File: src/rtl/pd_switch_pkg.sv
package pd_switch_pkg;

    localparam int NUM_DOM = 10;
    localparam int REQ_W   = 2 * NUM_DOM;
    localparam int STAT_W  = 32;
    localparam int OFS_W   = 12;
    localparam int IDX_W   = $clog2(NUM_DOM);
    localparam int POS_W   = $clog2(STAT_W);
    localparam int RBIT_W  = $clog2(REQ_W);

    typedef enum logic [2:0] {
        ST_IDLE,
        ST_ARM,
        ST_POLL,
        ST_WAIT,
        ST_DONE
    } seq_state_e;

    typedef struct packed {
        logic             hit;
        logic [IDX_W-1:0] idx;
    } dom_sel_t;

    typedef struct packed {
        logic             on;
        logic [IDX_W-1:0] idx;
    } dom_op_t;

    // Offset to domain number; hit=0 for an unknown offset.
    function automatic dom_sel_t map_offset(input logic [OFS_W-1:0] ofs);
        dom_sel_t s;
        s.hit = 1'b1;
        case (ofs)
            12'h210: s.idx = IDX_W'(0);
            12'h230: s.idx = IDX_W'(1);
            12'h238: s.idx = IDX_W'(2);
            12'h23C: s.idx = IDX_W'(3);
            12'h298: s.idx = IDX_W'(4);
            12'h29C: s.idx = IDX_W'(5);
            12'h2C4: s.idx = IDX_W'(6);
            12'h2C0: s.idx = IDX_W'(7);
            12'h214: s.idx = IDX_W'(8);
            12'h2CC: s.idx = IDX_W'(9);
            default: begin
                s.hit = 1'b0;
                s.idx = '0;
            end
        endcase
        return s;
    endfunction

    // Domain number to the bit it occupies in both status copies.
    function automatic logic [POS_W-1:0] status_pos(input logic [IDX_W-1:0] idx);
        case (idx)
            IDX_W'(0): return POS_W'(7);
            IDX_W'(1): return POS_W'(21);
            IDX_W'(2): return POS_W'(5);
            IDX_W'(3): return POS_W'(3);
            IDX_W'(4): return POS_W'(20);
            IDX_W'(5): return POS_W'(24);
            IDX_W'(6): return POS_W'(23);
            IDX_W'(7): return POS_W'(22);
            IDX_W'(8): return POS_W'(4);
            IDX_W'(9): return POS_W'(25);
            default:   return '0;
        endcase
    endfunction

    // Request bit: on requests in the low half, off requests in the high half.
    function automatic logic [RBIT_W-1:0] request_bit(input dom_op_t op);
        if (op.on)
            return RBIT_W'(op.idx);
        return RBIT_W'(op.idx) + RBIT_W'(NUM_DOM);
    endfunction

endpackage

File: src/rtl/pd_decode.sv
module pd_decode
    import pd_switch_pkg::*;
(
    input  logic [OFS_W-1:0] offset,
    output dom_sel_t         sel
);
    always_comb sel = map_offset(offset);
endmodule

File: src/rtl/pd_match.sv
module pd_match
    import pd_switch_pkg::*;
(
    input  dom_op_t           op,
    input  logic [REQ_W-1:0]  req,
    input  logic [REQ_W-1:0]  ack,
    input  logic [STAT_W-1:0] stat_a,
    input  logic [STAT_W-1:0] stat_b,
    output logic              ok
);
    logic [NUM_DOM-1:0] tap_a;
    logic [NUM_DOM-1:0] tap_b;
    logic               unused_stat;

    // One fixed tap per domain into each status copy.
    for (genvar g = 0; g < NUM_DOM; g++) begin : g_tap
        localparam logic [POS_W-1:0] TAP = status_pos(IDX_W'(g));
        assign tap_a[g] = stat_a[TAP];
        assign tap_b[g] = stat_b[TAP];
    end

    assign unused_stat = ^{stat_a, stat_b};

    always_comb begin
        ok = (|(ack & req))
             && (tap_a[op.idx] == op.on)
             && (tap_b[op.idx] == op.on);
    end
endmodule

File: src/rtl/pd_pacer.sv
module pd_pacer #(
    parameter int TICK_CYCLES = 500,
    parameter int MAX_POLLS   = 10000
) (
    input  logic clk,
    input  logic rst,
    input  logic clear,
    input  logic run,
    output logic tick_last,
    output logic expired
);
    localparam int TW = $clog2(TICK_CYCLES + 1);
    localparam int PW = $clog2(MAX_POLLS + 2);

    logic [TW-1:0] tick_q;
    logic [PW-1:0] poll_q;

    assign tick_last = (tick_q == TW'(TICK_CYCLES - 1));
    // The wait now ending is the one after check number poll_q+1.
    assign expired   = tick_last && (poll_q >= PW'(MAX_POLLS));

    always_ff @(posedge clk) begin
        if (rst || clear) begin
            tick_q <= '0;
            poll_q <= '0;
        end else if (run) begin
            if (tick_last) begin
                tick_q <= '0;
                poll_q <= poll_q + 1'b1;
            end else begin
                tick_q <= tick_q + 1'b1;
            end
        end
    end
endmodule

File: src/rtl/pd_switch_ctrl.sv
module pd_switch_ctrl
    import pd_switch_pkg::*;
#(
    parameter int TICK_CYCLES = 500,
    parameter int MAX_POLLS   = 10000
) (
    input  logic              clk,
    input  logic              rst,
    input  logic              cmd_valid,
    input  logic [OFS_W-1:0]  cmd_offset,
    input  logic              cmd_on,
    output logic              cmd_ready,
    input  logic [REQ_W-1:0]  ack_word,
    input  logic [STAT_W-1:0] stat_a,
    input  logic [STAT_W-1:0] stat_b,
    output logic [REQ_W-1:0]  req_word,
    output logic              ctrl_en,
    output logic              done,
    output logic              op_err
);
    seq_state_e       state_q;
    dom_op_t          op_q;
    dom_sel_t         sel;
    logic [REQ_W-1:0] req_q;
    logic             en_q;
    logic             err_q;
    logic             match_ok;
    logic             tick_last;
    logic             expired;

    pd_decode u_decode (
        .offset (cmd_offset),
        .sel    (sel)
    );

    pd_match u_match (
        .op     (op_q),
        .req    (req_q),
        .ack    (ack_word),
        .stat_a (stat_a),
        .stat_b (stat_b),
        .ok     (match_ok)
    );

    pd_pacer #(
        .TICK_CYCLES (TICK_CYCLES),
        .MAX_POLLS   (MAX_POLLS)
    ) u_pacer (
        .clk       (clk),
        .rst       (rst),
        .clear     (state_q == ST_ARM),
        .run       (state_q == ST_WAIT),
        .tick_last (tick_last),
        .expired   (expired)
    );

    always_ff @(posedge clk) begin
        if (rst) begin
            state_q <= ST_IDLE;
            op_q    <= '0;
            req_q   <= '0;
            en_q    <= 1'b0;
            err_q   <= 1'b0;
        end else begin
            case (state_q)
                ST_IDLE: begin
                    if (cmd_valid) begin
                        if (sel.hit) begin
                            op_q    <= '{on: cmd_on, idx: sel.idx};
                            en_q    <= 1'b1;
                            err_q   <= 1'b0;
                            state_q <= ST_ARM;
                        end else begin
                            err_q   <= 1'b1;
                            state_q <= ST_DONE;
                        end
                    end
                end
                ST_ARM: begin
                    req_q   <= REQ_W'(1) << request_bit(op_q);
                    state_q <= ST_POLL;
                end
                ST_POLL: begin
                    if (match_ok) begin
                        req_q   <= '0;
                        en_q    <= 1'b0;
                        err_q   <= 1'b0;
                        state_q <= ST_DONE;
                    end else begin
                        state_q <= ST_WAIT;
                    end
                end
                ST_WAIT: begin
                    if (expired) begin
                        req_q   <= '0;
                        en_q    <= 1'b0;
                        err_q   <= 1'b1;
                        state_q <= ST_DONE;
                    end else if (tick_last) begin
                        state_q <= ST_POLL;
                    end
                end
                ST_DONE: state_q <= ST_IDLE;
                default: state_q <= ST_IDLE;
            endcase
        end
    end

    assign cmd_ready = (state_q == ST_IDLE);
    assign done      = (state_q == ST_DONE);
    assign req_word  = req_q;
    assign ctrl_en   = en_q;
    assign op_err    = err_q;
endmodule

File: config.mk
export PLATFORM = sky130hd
export DESIGN_NAME = pd_switch_ctrl
export DESIGN_NICKNAME = d
export VERILOG_FILES = /design/src/rtl/pd_switch_pkg.sv /design/src/rtl/pd_decode.sv /design/src/rtl/pd_match.sv /design/src/rtl/pd_pacer.sv /design/src/rtl/pd_switch_ctrl.sv
export SDC_FILE = /design/constraint.sdc
export NUM_CORES = 1
export LEC_CHECK = 0
export BUFFER_PORTS_ARGS = -buffer_cell sky130_fd_sc_hd__buf_2
export CORE_ASPECT_RATIO = 1.5
export CORE_MARGIN = 3
export CORE_UTILIZATION = 44
export DETAILED_ROUTE_END_ITERATION = 6
export PLACE_DENSITY = 0.76
export SLEW_MARGIN = 20
export SYNTH_ARGS = -nofsm -noshare
export SYNTH_HDL_FRONTEND = slang
export SYNTH_HIERARCHICAL = 1
export SYNTH_SLANG_ARGS = --single-unit
export TNS_END_PERCENT = 5
File: constraint.sdc
create_clock -name clk -period 2.4 [get_ports clk]
set_input_delay 0 -clock clk [delete_from_list [all_inputs] [get_ports clk]]
set_output_delay 0 -clock clk [all_outputs]
set_load 0.02 [all_outputs]
* Word level (Yosys, flattened, before mapping)
Index checks and enable logic that the tools add are counted.
** Word-level totals
- Register bits :: 53
- Bits of input ports :: 100
- Output and inout port bits :: 24
- Logic and storage cells :: 84
** Cells by class
- Add/subtract/negate cells :: 3
- $lt $le $gt $ge :: 2
- Equal/unequal tests :: 22
- Shift-type cells :: 1
- Muxes and demuxes :: 32
- Bitwise gates (word level) :: 1
- Reductions and logical operators :: 15
** Operators by type and width (count)
- $eq A12 B10 Y1 const B :: 10
- $pmux W20 S3 :: 1
- $mux W20 :: 2
- $pmux W4 S9 :: 1
- $and A20 B20 Y20 :: 1
- $mux W5 :: 4
- $reduce_or A20 Y1 :: 1
- $shl A1 B5 Y20 const A :: 1
- $mux W3 :: 5
- $add A14 B1 Y14 const B :: 1
- $ge A14 B14 Y1 const B :: 1
- $mux W1 :: 13
- $pmux W3 S4 :: 1
- $reduce_or A10 Y1 :: 1
- $add A9 B1 Y9 const B :: 1
- $eq A9 B9 Y1 const B :: 1
- $mux W9 :: 1
- $bmux W1 S4 :: 2
- $eq A3 B2 Y1 const B :: 2
- $ne A2 B2 Y1 const B :: 3
- $pmux W1 S3 :: 2
- $reduce_and A3 Y1 :: 2
- $reduce_bool A3 Y1 :: 2
- $add A4 B4 Y5 const B :: 1
- 12 further kinds :: 16

* Depth between registers and ports, before layout
- Word-level depth :: 8
- Gate-level depth with buffers :: 11

* Cells and area by module
Netlist, hierarchy kept.
** By module, submodules not included
- pd_switch_ctrl :: times used 1, cells an instance 147, area an instance 1316.3 sq um, sequential area each 600.6 sq um
- pd_pacer :: times used 1, cells an instance 136, area an instance 1149.9 sq um, sequential area each 460.4 sq um
- pd_match :: times used 1, cells an instance 38, area an instance 306.5 sq um, sequential area each 0.0 sq um
- pd_decode :: times used 1, cells an instance 25, area an instance 230.2 sq um, sequential area each 0.0 sq um

* Worst setup path after synthesis
No wires, ideal clock.
- Path kind :: reg-to-reg
- Start :: register op_q[0] in the netlist's numbering
- End :: register err_q, in the netlist op_err
- Setup time :: 0.127 ns
- Arrival time :: 2.246 ns
- Required time :: 2.273 ns
- Setup slack :: 0.027 ns
- Cell stages (with the launch flop) :: 11
- Clock period less this slack :: 2.373 ns
- Path through :: dfxtp_1 > buf_6 > mux2i_1 > o22ai_1 > o31a_1 > or3_1 > a21oi_2 > nand2_1 > a311oi_1 > mux2i_1 > nor2_1
** Between the ends
- Cells in the longest elaborated chain, start to end :: 7
** Ends and longest elaborated chain
- from (decl) :: RTL line pd_switch_ctrl.sv:22 : dom_op_t op_q;
- from (signal assigned) :: RTL line pd_switch_ctrl.sv:69 : op_q <= '{on: cmd_on, idx: sel.idx};
- $bmux W1 S4 :: RTL line pd_match.sv:26 : && (tap_a[op.idx] == op.on)
- $mux W1 (implied by the code) :: RTL line pd_match.sv:26
- $eq A1 B1 Y1 :: RTL line pd_match.sv:26
- $logic_and A1 B1 Y1 :: RTL line pd_match.sv:26
- $logic_and A1 B1 Y1 * :: RTL line pd_match.sv:27 : && (tap_b[op.idx] == op.on);
- via match_ok :: RTL line pd_switch_ctrl.sv:27 : logic match_ok;
- $ne A2 B2 Y1 (no source line) *
- $reduce_and A4 Y1 (no source line) *
- to (signal assigned) :: RTL line pd_switch_ctrl.sv:63 : err_q <= 1'b0;
- to (signal assigned) :: RTL line pd_switch_ctrl.sv:71 : err_q <= 1'b0;
- to (signal assigned) :: RTL line pd_switch_ctrl.sv:74 : err_q <= 1'b1;
- to (decl) :: RTL line pd_switch_ctrl.sv:26 : logic err_q;
The timed path passes the listed nets; every way through them passes the cells marked *. The select of a mux whose other input is x is not followed.
A chain may end at the register's enable or synchronous reset.

* Worst setup path in the final report
Ends and elaborated chain as after synthesis.

==> results.cfg <==
[power_and_ir_drop]
power_density_mw_per_mm2 = 465
p_leak_nw = 1.38
irDropWorstVdd_mv = 0.320

[drt]
drt_iter0_drc = 114
wl_per_cell_um = 14.2
ant_nets = 0
via_per_inst = 5.60
vias = 2840
wl_um = 7220
dr.pass1.iters = 4
drc = 0

[cts]
clockRootBuffer = clkbuf_8
cts_tree = done
clk_pin_slew_ns = 0.10
numCtsBuffers = 5
htreeDepth = 2
clk_path_buf_depth = 2
clock_sink_count = 53
clk_latency_ns = 0.32

[die]
die_x_um = 73.5
num_rows = 36
initial_core_util_pct = 45.7
dieArea_sq_mm = 0.00787
io-pin-count = 124
die_h_um = 107
coreArea_sq_mm = 0.00658

[sta]
rsz0062_at_grt = true
setup_viol = 9
slew_violations = 0
fin_crit_ns = 2.49
hold_viol = 0
skew_ns = 0.0175
worstMarginPinSlew_ns = 0.580
timing.fmax_mhz = 402
period_share_pct = 104
worst_slack_ns = -0.0888
slew_headroom_pct = 61.2

[job]
max-cap-violations = 0

[placed_design]
pre_cts_ws_ns = -0.146
portBuffers = 79
dpl_cell_area_sq_mm = 0.00352
post-dp-hpwl_um = 5580
place_congestion = 0.846

[setup_path]
setup.worst_path.start_class = flop
cp_cell_sequence = buf_12, mux2i_2, nor2_1, o31a_1, or3_1, a21oi_2, nand2_1, a311oi_2, buf_4, mux2i_1, nor2_1
path_common_cell = nor2_1
slowest_stage = dfxtp_2
arrival_ns = 2.68
crit_path_max_fanout = 9
endpoint_kind = flop
cp_data_required_time_ns = 2.59
cp_num_buf_inv = 2
rr_worst_depth = 11
path_depth = 11
crit_family = compound AO/OA/AOI/OAI gates
cpPeakStageDelay_ns = 0.36
path_class = reg -> reg

[synthesis]
synth_edf_count = 0
netlist_area_sq_mm = 0.00300
synth_cell_type_count = 63
syn-num-nets = 450
synth_flop_cell = dfxtp_1
yosys_warnings = 6
synth-seq-cells = 53
synthArstFlopShare_pct = 0
yosysSeqAreaShare_pct = 35.3
syn_inst = 346
syn_area_per_cell_sq_um = 8.68

[global_routing]
track_usage_pct = 18.9
grt-ovfl-total = 0
antenna_found_initial = 0
grt_pass1_wl_um = 12000
grt_max_degree = 21
grt_pass1_vias = 2801

[cells_and_area]
final_area_sq_mm = 0.00365
drive_gt1_share_pct = 29.2
areaGrowthSynthToFinish_pct = 21.7
diodes = 0
finalNetCount = 534
layout.filler_cells = 625

[min_path]
hold_path_class = in -> reg
min_path_cells = 2

[run_status]
violations = setup timing
outcome = complete, but fails checks
-- layout make-up --
class                   instances  area [sq um]  area share (%)
flip-flops and latches         53          1060            29.1
well taps                      76          95.1            2.60
clock inverters                 3          25.0           0.685
clock buffers                   5          68.8            1.88
multi-input cells             269          1850            50.7
inverters                       7          26.3           0.719
repair buffers                 94           523            14.3
-- registers in the layout, summed over array words and instances (netlist names) --
signal,count
req_word,20
u_pacer/poll_q,14
u_pacer/tick_q,9
op_q,5
state_q,3
ctrl_en,1
op_err,1
-- worst register-to-register path, stage by stage, from the launching register on --
cell,delay (ns)
dfxtp_2,0.36
buf_12,0.14
mux2i_2,0.22
nor2_1,0.06
o31a_1,0.28
or3_1,0.36
a21oi_2,0.19
nand2_1,0.11
a311oi_2,0.24
buf_4,0.15
mux2i_1,0.19
nor2_1,0.05
-- cells in the final DEF (no fill, tap or decap), types with 3 or more instances in the layout --
master	n
a21oi_1	13
a22oi_1	4
nor2b_1	5
buf_2	79
o31ai_1	8
nor3_1	4
dfxtp_1	52
ha_1	4
clkbuf_8	5
nand2_1	31
nand3_1	12
xor2_1	5
nor2_1	36
or4_1	4
buf_4	13
a22o_1	6
a221oi_1	3
o21ai_1	4
nand2b_1	7
and2_1	3
nand4_1	10
inv_1	7
nor3b_1	3
o21ai_0	16
nand4b_1	3
nor4_1	4
xnor2_1	12
mux2i_1	20
or3_1	5
-- cells by family (layout without fill, tap and decap cells) --
family	count (synthesis)	count (layout)	synth area share (%)
DFF	53	53	35.3
AOI/OAI and AO/OA	80	80	19.3
xor gates and xnor gates	17	17	4.96
muxes	21	21	7.00
buffers and inverters	24	109	3.71
and+or+nand+nor	147	147	28.1
adders and majority gates	4	4	1.67
-- final timing paths --
check,from,end,slack (ns)
max reg2reg,op_q[0]$_SDFFE_PP0P_,op_err$_SDFFE_PP0P_,-0.09
min reg2reg,req_word[15]$_SDFFE_PP0P_,req_word[15]$_SDFFE_PP0P_,0.47
min,rst,op_q[1]$_SDFFE_PP0P_,0.03
max,op_q[0]$_SDFFE_PP0P_,op_err$_SDFFE_PP0P_,-0.09
-- synthesized netlist by cell type, types with 3 or more instances --
library cell	number	area share, %
nor4_1	4	0.83
nand2b_1	7	1.5
nor3b_1	3	0.75
xnor2_1	12	3.5
nand3_1	12	2.0
mux2i_1	21	7.0
a22o_1	6	1.7
or3_1	5	1.0
or4_1	4	1.0
ha_1	4	1.7
o31ai_1	9	2.2
clkbuf_1	10	1.3
a22oi_1	4	1.0
o21ai_0	19	3.2
xor2_1	5	1.5
inv_1	7	0.88
a21oi_1	13	2.2
buf_2	4	0.67
nor2b_1	5	1.0
a221oi_1	4	1.2
dfxtp_1	53	35
nor3_1	4	0.67
nand4_1	10	2.1
and2_1	3	0.63
nand2_1	31	3.9
nand4b_1	3	0.88
nor2_1	37	4.6
-- per-layer routing --
| metal | global-route usage, % | routed length (um) |
|---|---|---|
| met2 | 35.6 | 3880 |
| met1 | 20.0 | 2860 |
| met3 | 3.10 | 313 |
| met5 | 0 | 0 |
| met4 | 7.12 | 171 |
-- where the power goes --
part           leakage (nW)  internal (W)  switching (W)  total (W)
logic                 0.905      0.000117       0.000150   0.000267
clock network        0.0447      0.000211       0.000313   0.000525
registers             0.428      0.000894      0.0000153   0.000910
-- per-stage QoR --
step | setup TNS (ns) | total power [W] | util [%] | hold slack (ns) | cells
floorplan | 0 | 0.00108 | - | 0.147 | 346
global placement | -0.0262 | 0.00118 | 53.6 | 0.252 | 497
detailed placement | -0.620 | 0.00119 | 53.6 | 0.259 | 497
CTS | -0.0977 | 0.00171 | 55.4 | 0.0204 | 507
global route | -2.36 | 0.00178 | 55.6 | 0.0366 | 507
finish | -0.290 | 0.00170 | 55.6 | 0.0251 | 507
-- what timing repair did --
item,CTS,global route
gates resized for setup,2,7
hold buffers,1,0
pin swaps,3,2
endpoints found under the setup margin,19,22
hold endpoints to repair,1,0
buffers inserted,1,0
cloned,0,0
Note: power is estimated with default switching activity, not from simulation.
